**config.mk**
```make
export PLATFORM = sky130hd
export DESIGN_NAME = irq_pres_ctrl
export DESIGN_NICKNAME = d
export VERILOG_FILES = /design/src/rtl/irq_pres_pkg.sv /design/src/rtl/irq_pres_arb.sv /design/src/rtl/irq_pres_ipi.sv /design/src/rtl/irq_pres_ctrl.sv
export SDC_FILE = /design/constraint.sdc
export NUM_CORES = 1
export LEC_CHECK = 0
export CAP_MARGIN = 20
export CORE_MARGIN = 2
export CORE_UTILIZATION = 48
export CTS_CLUSTER_SIZE = 24
export DETAILED_ROUTE_END_ITERATION = 8
export PLACE_DENSITY = 0.93
export SYNTH_ARGS = -nofsm -noshare
export SYNTH_HDL_FRONTEND = slang
export SYNTH_SLANG_ARGS = --single-unit
```
**constraint.sdc**
```tcl
create_clock -name clk -period 10 [get_ports clk]
set_input_delay 2 -clock clk [delete_from_list [all_inputs] [get_ports clk]]
set_output_delay 2 -clock clk [all_outputs]
set_load 0.03 [all_outputs]
```
**src/rtl/irq_pres_pkg.sv**
```systemverilog
package irq_pres_pkg;
   typedef enum logic [2:0] {
      OP_IDLE     = 3'd0,
      OP_TAKE     = 3'd1,
      OP_EOI      = 3'd2,
      OP_SET_PRIO = 3'd3,
      OP_SET_IPI  = 3'd4,
      OP_POLL     = 3'd5
   } pres_op_e;

   localparam logic [7:0] PRIO_NONE = 8'hFF;
   localparam int         STAT_W    = 32;
endpackage

```
**src/rtl/irq_pres_arb.sv**
```systemverilog
// Admission of one offer against the current priority and the held interrupt.
module irq_pres_arb #(
   parameter int ID_W = 24
) (
   input  logic            offer,
   input  logic            busy,
   input  logic [7:0]      offer_prio,
   input  logic [7:0]      cur_prio,
   input  logic [ID_W-1:0] held_id,
   input  logic [7:0]      held_prio,
   input  logic            held_owned,
   output logic            grant,
   output logic            bump
);
   logic held;
   assign held  = (held_id != '0);
   assign grant = offer && !busy && (offer_prio < cur_prio) &&
                  !(held && (held_prio <= offer_prio));
   assign bump  = grant && held && held_owned;
endmodule

```
**src/rtl/irq_pres_ipi.sv**
```systemverilog
// Inter-processor check: decides whether the IPI identifier replaces the held one.
module irq_pres_ipi #(
   parameter int ID_W = 24
) (
   input  logic            run,
   input  logic [7:0]      ipi_prio,
   input  logic [ID_W-1:0] held_id,
   input  logic [7:0]      held_prio,
   input  logic            held_owned,
   output logic            take,
   output logic            bump
);
   logic held;
   assign held = (held_id != '0);
   assign take = run && !(held && (held_prio <= ipi_prio));
   assign bump = take && held && held_owned;
endmodule

```
**src/rtl/irq_pres_ctrl.sv**
```systemverilog
module irq_pres_ctrl #(
   parameter int ID_W    = 24,
   parameter int OWN_W   = 4,
   parameter int IPI_SRC = 2
) (
   input  logic             clk,
   input  logic             rst_n,
   input  logic             req_valid,
   input  logic [ID_W-1:0]  req_id,
   input  logic [7:0]       req_prio,
   input  logic [OWN_W-1:0] req_owner,
   output logic             req_accept,
   input  logic [2:0]       op_code,
   input  logic [31:0]      op_data,
   output logic [31:0]      xirr_o,
   output logic [7:0]       mfrr_o,
   output logic             irq_o,
   output logic             rej_valid,
   output logic [ID_W-1:0]  rej_id,
   output logic [OWN_W-1:0] rej_owner,
   output logic             eoi_valid,
   output logic [ID_W-1:0]  eoi_id,
   output logic             resend_req
);
   import irq_pres_pkg::*;

   localparam int ID_PAD = irq_pres_pkg::STAT_W - 8 - ID_W;
   localparam logic [ID_W-1:0] IPI_ID = ID_W'(IPI_SRC);

   initial begin
      if (ID_W < 2 || ID_W > 24) $error("ID_W must lie in 2..24");
      if (OWN_W < 1) $error("OWN_W must be at least 1");
      if (IPI_SRC < 1 || IPI_SRC >= (1 << ID_W)) $error("IPI_SRC out of range");
   end

   // state
   logic [7:0]       cppr_q, cppr_n;
   logic [ID_W-1:0]  id_q, id_n;
   logic [7:0]       pend_q, pend_n;
   logic [7:0]       mfrr_q, mfrr_n;
   logic [OWN_W-1:0] own_q, own_n;
   logic             ownv_q, ownv_n;
   logic             irq_q, irq_n;

   pres_op_e op;
   assign op = pres_op_e'(op_code);

   logic busy, grant, arb_bump;
   assign busy = (op != OP_IDLE);

   irq_pres_arb #(.ID_W(ID_W)) u_arb (
      .offer      (req_valid),
      .busy       (busy),
      .offer_prio (req_prio),
      .cur_prio   (cppr_q),
      .held_id    (id_q),
      .held_prio  (pend_q),
      .held_owned (ownv_q),
      .grant      (grant),
      .bump       (arb_bump)
   );

   // decode: which path runs the IPI check, with which priority
   logic       ipi_run, resend;
   logic [7:0] ipi_prio;
   logic       lower_cut;
   always_comb begin
      ipi_run   = 1'b0;
      resend    = 1'b0;
      ipi_prio  = mfrr_q;
      lower_cut = 1'b0;
      case (op)
         OP_SET_IPI: begin
            ipi_prio = op_data[7:0];
            ipi_run  = (op_data[7:0] < cppr_q);
         end
         OP_SET_PRIO: begin
            if (op_data[7:0] < cppr_q)
               lower_cut = (id_q != '0) && (op_data[7:0] <= pend_q);
            else if (id_q == '0) begin
               resend  = 1'b1;
               ipi_run = (mfrr_q < op_data[7:0]);
            end
         end
         OP_EOI: begin
            if (id_q == '0) begin
               resend  = 1'b1;
               ipi_run = (mfrr_q < op_data[31:24]);
            end
         end
         default: ;
      endcase
   end

   logic ipi_take, ipi_bump;
   irq_pres_ipi #(.ID_W(ID_W)) u_ipi (
      .run        (ipi_run),
      .ipi_prio   (ipi_prio),
      .held_id    (id_q),
      .held_prio  (pend_q),
      .held_owned (ownv_q),
      .take       (ipi_take),
      .bump       (ipi_bump)
   );

   // next state and outbound events
   always_comb begin
      cppr_n    = cppr_q;
      id_n      = id_q;
      pend_n    = pend_q;
      mfrr_n    = mfrr_q;
      own_n     = own_q;
      ownv_n    = ownv_q;
      irq_n     = irq_q;
      rej_valid = 1'b0;
      eoi_valid = 1'b0;
      eoi_id    = op_data[ID_W-1:0];
      case (op)
         OP_TAKE: begin
            cppr_n = pend_q;
            id_n   = '0;
            pend_n = PRIO_NONE;
            ownv_n = 1'b0;
            irq_n  = 1'b0;
         end
         OP_EOI: begin
            cppr_n    = op_data[31:24];
            eoi_valid = 1'b1;
         end
         OP_SET_PRIO: begin
            cppr_n = op_data[7:0];
            if (lower_cut) begin
               id_n      = '0;
               pend_n    = PRIO_NONE;
               ownv_n    = 1'b0;
               irq_n     = 1'b0;
               rej_valid = ownv_q;
            end
         end
         OP_SET_IPI: mfrr_n = op_data[7:0];
         OP_IDLE: begin
            if (grant) begin
               id_n      = req_id;
               pend_n    = req_prio;
               own_n     = req_owner;
               ownv_n    = 1'b1;
               irq_n     = 1'b1;
               rej_valid = arb_bump;
            end
         end
         default: ;
      endcase
      if (ipi_take) begin
         id_n      = IPI_ID;
         pend_n    = ipi_prio;
         ownv_n    = 1'b0;
         irq_n     = 1'b1;
         rej_valid = ipi_bump;
      end
   end

   always_ff @(posedge clk) begin
      if (!rst_n) begin
         cppr_q <= 8'h00;
         id_q   <= '0;
         pend_q <= PRIO_NONE;
         mfrr_q <= PRIO_NONE;
         own_q  <= '0;
         ownv_q <= 1'b0;
         irq_q  <= 1'b0;
      end else begin
         cppr_q <= cppr_n;
         id_q   <= id_n;
         pend_q <= pend_n;
         mfrr_q <= mfrr_n;
         own_q  <= own_n;
         ownv_q <= ownv_n;
         irq_q  <= irq_n;
      end
   end

   generate
      if (ID_PAD > 0) begin : g_pad
         assign xirr_o = {cppr_q, {ID_PAD{1'b0}}, id_q};
      end else begin : g_full
         assign xirr_o = {cppr_q, id_q};
      end
   endgenerate

   assign mfrr_o     = mfrr_q;
   assign irq_o      = irq_q;
   assign req_accept = grant;
   assign rej_id     = id_q;
   assign rej_owner  = own_q;
   assign resend_req = resend;
endmodule

```
==> impl_summary.log <==
INFO  metric outcome = finished clean
INFO  metric initial_core_util = 0.496
INFO  metric cts_setup_buffers = 0
INFO  metric achievable-frequency = approximately 120 MHz
INFO  metric synth_top_cell_by_area = sky130_fd_sc_hd__dfxtp_1
INFO  metric place.port_buffers = about 140
INFO  metric synth-warning-count = 0
INFO  metric worstReg2RegEnd = irq_o$_SDFFE_PN0P_
INFO  metric worst_slew_pin_slew = 0.971 ns
INFO  metric internal_power = 349 uW
INFO  metric drt-vias-per-instance = slightly above 6
INFO  metric die_area = roughly 9800 sq um
INFO  metric slew_headroom = 0.352
INFO  metric setup.worst_path.class = in2out
INFO  metric critPathArrivalTime = approximately 6.4 ns
INFO  metric ys_dominant_reg_cell = sky130_fd_sc_hd__dfxtp_1
INFO  metric crit_path_end = rej_valid
INFO  metric max_cap_viol_count = 0
INFO  metric clock_tree_from_tritoncts = built
INFO  metric worstSetupStartpointType = input pin
INFO  metric power.combinational.fraction = 0.336
INFO  metric grt_antenna_before_repair = 0
INFO  metric number_of_global_route_vias_before_repair = 4196
INFO  metric dieWidth = 99.2 microns
INFO  metric cellPowerDensity = approximately 99 nW/um^2
INFO  metric timing.hold.worst.start = rej_owner[0]$_SDFFE_PN0P_
INFO  metric die-height = a little under 100 microns
INFO  metric antenna_cells = 0
INFO  metric yosys_register_bits = 54
INFO  metric design.portCount = ~170
INFO  metric totalWireLength = between 10000 and 15000 microns
INFO  metric p_seq_frac = 0.427
INFO  metric synth_cell_types = 57
INFO  metric detail-route-antenna-nets = 0
INFO  metric violation_count_after_the_first_detailed_route_iteration = between 200 and 250
INFO  metric fin_hold_ws = ~0.49 ns
INFO  metric rsz_0062_raised_after_global_routing = false
INFO  metric finalClockSkew = ~0.0064 ns
INFO  metric synth.cell_area = about 4400 sq um
INFO  metric route.detailed.wl_per_inst = ~19 microns
INFO  metric power.switching = 194 uW
INFO  metric std_cell_rows = 34
INFO  metric clock-root-buffer = sky130_fd_sc_hd__clkbuf_8
INFO  metric dp.final_hpwl = between 9000 and 10000 microns
INFO  metric leakage = around 2.2 nW
INFO  metric finalMaxSlewViolations = 0
INFO  metric clock_power_share = 0.237
INFO  metric synth_async_sr_flop_share = 0
INFO  metric finalNetCount = 707
INFO  metric critical_path_required = 8.00 ns
INFO  metric period_minus_slack = about 8.4 ns
INFO  metric clkSinkCount = between 50 and 60
INFO  metric netSwitchingFraction = 0.358
INFO  metric synth_edf_count = 0
INFO  metric irDropWorstVdd = approximately 0.00006 V
INFO  metric path_max_fanout = 34
INFO  metric numCtsBuffers = 5
INFO  metric insertion_delay = a little over 0.3 ns
INFO  metric synthesis.nets = 639
INFO  metric floorplan.core_area = between 8000 and 9000 sq um
INFO  metric sum_of_negative_setup_slack = 0 ns
INFO  metric hold_viol_final = 0
INFO  metric syn2layout_area_growth = 25.6%
INFO  metric clk_pin_slew_worst_paths = ~0.10 ns
INFO  metric synth.top_cells.by_count = sky130_fd_sc_hd__dfxtp_1, sky130_fd_sc_hd__ha_1, sky130_fd_sc_hd__buf_4
INFO  metric clock_path_buffers = 2
INFO  metric synth_top_area_share = 0.248
INFO  metric crit_path_end_kind = output port
INFO  metric first_pass_iters = 4
INFO  metric grt_first_pass_wirelength = between 20000 and 25000 microns
INFO  metric fin_crit_share = 0.842
INFO  metric cts_hold_buf = 0
INFO  metric cts_resizes = 0
INFO  metric layout-drive-gt1-share = 0.0516
INFO  metric globalRoute.totalOverflow = 0
INFO  metric synth_sequential_area_ratio = 0.248
INFO  metric min_delay_worst_type = reg2reg
INFO  metric drcViolationCount = 0
INFO  metric synthesis.area_per_instance = between 8 and 9 sq um
INFO  metric rr_worst_depth = 8
INFO  metric finalWeightedCongestion = about 0.88
INFO  metric final-setup-viol-count = 0
INFO  metric track_usage = 0.261
INFO  metric crit_path_start = op_code[1]
INFO  metric worst_r2r_startpoint = pend_q[2]$_SDFFE_PN1P_
INFO  metric grt_start_max_net_pins = 35
INFO  metric synthCells = 513
INFO  metric post_synth_main_area_contributors = sky130_fd_sc_hd__dfxtp_1, sky130_fd_sc_hd__ha_1, sky130_fd_sc_hd__buf_4, sky130_fd_sc_hd__a211oi_1, sky130_fd_sc_hd__o31ai_1
INFO  metric rrSetupSlack = between 6 and 7 ns
INFO  metric vias = about 4300
INFO  metric synth_most_common_cell = sky130_fd_sc_hd__dfxtp_1
INFO  metric cts_htree_levels = 2
[worst max-delay path, cell delays in order]
cell and delay, ns:
sky130_fd_sc_hd__clkdlybuf4s50_1 0.77, sky130_fd_sc_hd__nor2_1 0.27, sky130_fd_sc_hd__and2_1 0.55, sky130_fd_sc_hd__mux2i_1 0.36
sky130_fd_sc_hd__ha_1 0.29, sky130_fd_sc_hd__nor2b_1 0.13, sky130_fd_sc_hd__o211ai_1 0.15, sky130_fd_sc_hd__a21oi_1 0.08
sky130_fd_sc_hd__o311a_1 0.46, sky130_fd_sc_hd__o21a_4 0.37, sky130_fd_sc_hd__o311a_1 0.38, sky130_fd_sc_hd__clkdlybuf4s50_1 0.60
[kinds of logic (layout without fill, tap and decap cells)]
group / Yosys count / in the layout / share of synthesized area
muxes: 16 / 16 / 0.0371
DFF: 54 / 54 / 0.248
adders and majority gates: 52 / 52 / 0.150
AOI/OAI and AO/OA: 156 / 156 / 0.270
buffers and inverters: 128 / 196 / 0.161
and+or+nand+nor: 107 / 107 / 0.134
[final cells by class]
class | instances | area (sq um)
multi-input cells | 331 | 2570
well taps | 108 | 135
flip-flops and latches | 54 | 1080
clock inverters | 2 | 17.5
inverters | 49 | 184
repair buffers | 140 | 1400
clock buffers | 5 | 68.8
fillers | 749 | 3300
[sequential cells by signal, summed over array words and instances, names as in the netlist]
name,flops
rej_id,24
irq_o,1
cppr_q,8
mfrr_o,8
rej_owner,4
ownv_q,1
pend_q,8
[cell usage in the layout (no fill, tap or decap), drive strengths merged, types with 2 or more instances in the layout]
master         count
clkdlybuf4s50    138
dfxtp             54
ha                52
inv               51
nand3             32
a211oi            26
o31ai             25
a21oi             24
mux2i             15
nor2              14
nand2             14
a31oi             14
o211ai            13
o21ai             11
a21o               9
nor3               9
o221a              8
o311ai             8
nand2b             7
nand4              7
nor4               6
and2               5
clkbuf             5
o21a               4
and3               3
o2111ai            2
and4               2
nor2b              2
o311a              2
o31a               2
a2111oi            2
a31o               2
buf                2
[worst min path at each step]
stage / end / slack, ns / depth (start not counted)
floorplan: ownv_q$_SDFFE_PP0P_ / 0.46 / 2
global placement: rej_owner[0]$_SDFFE_PN0P_ / 0.46 / 2
detailed placement: rej_owner[0]$_SDFFE_PN0P_ / 0.47 / 2
CTS: rej_owner[0]$_SDFFE_PN0P_ / 0.48 / 2
global route: rej_owner[0]$_SDFFE_PN0P_ / 0.51 / 2
finish: rej_owner[0]$_SDFFE_PN0P_ / 0.49 / 2
[metal layers]
metal,GRT usage,share of wire,up-vias
li1,-,-,2003
met1,0.328,0.41,2009
met2,0.445,0.48,220
met3,0.0492,0.086,26
met4,0.0969,0.024,0
met5,0,0,-
[per-stage QoR]
step	utilization	instance area [sq um]	cells	total power, mW	setup slack (ns)
global route	0.624	5460	689	0.571	1.36
floorplan	-	4350	513	0.361	3.41
global placement	0.612	5360	681	0.410	1.77
detailed placement	0.612	5360	681	0.416	1.63
finish	0.624	5460	689	0.543	1.58
CTS	0.622	5450	688	0.542	1.63
[power groups by stage]
stage	clock network (mW)	logic, mW	registers, mW
after floorplan	0	0.116	0.245
after global placement	0	0.173	0.237
after detailed placement	0	0.179	0.237
after CTS	0.130	0.180	0.232
after global routing	0.139	0.199	0.233
final	0.129	0.183	0.232
Note: power is estimated with default switching activity, not from simulation.
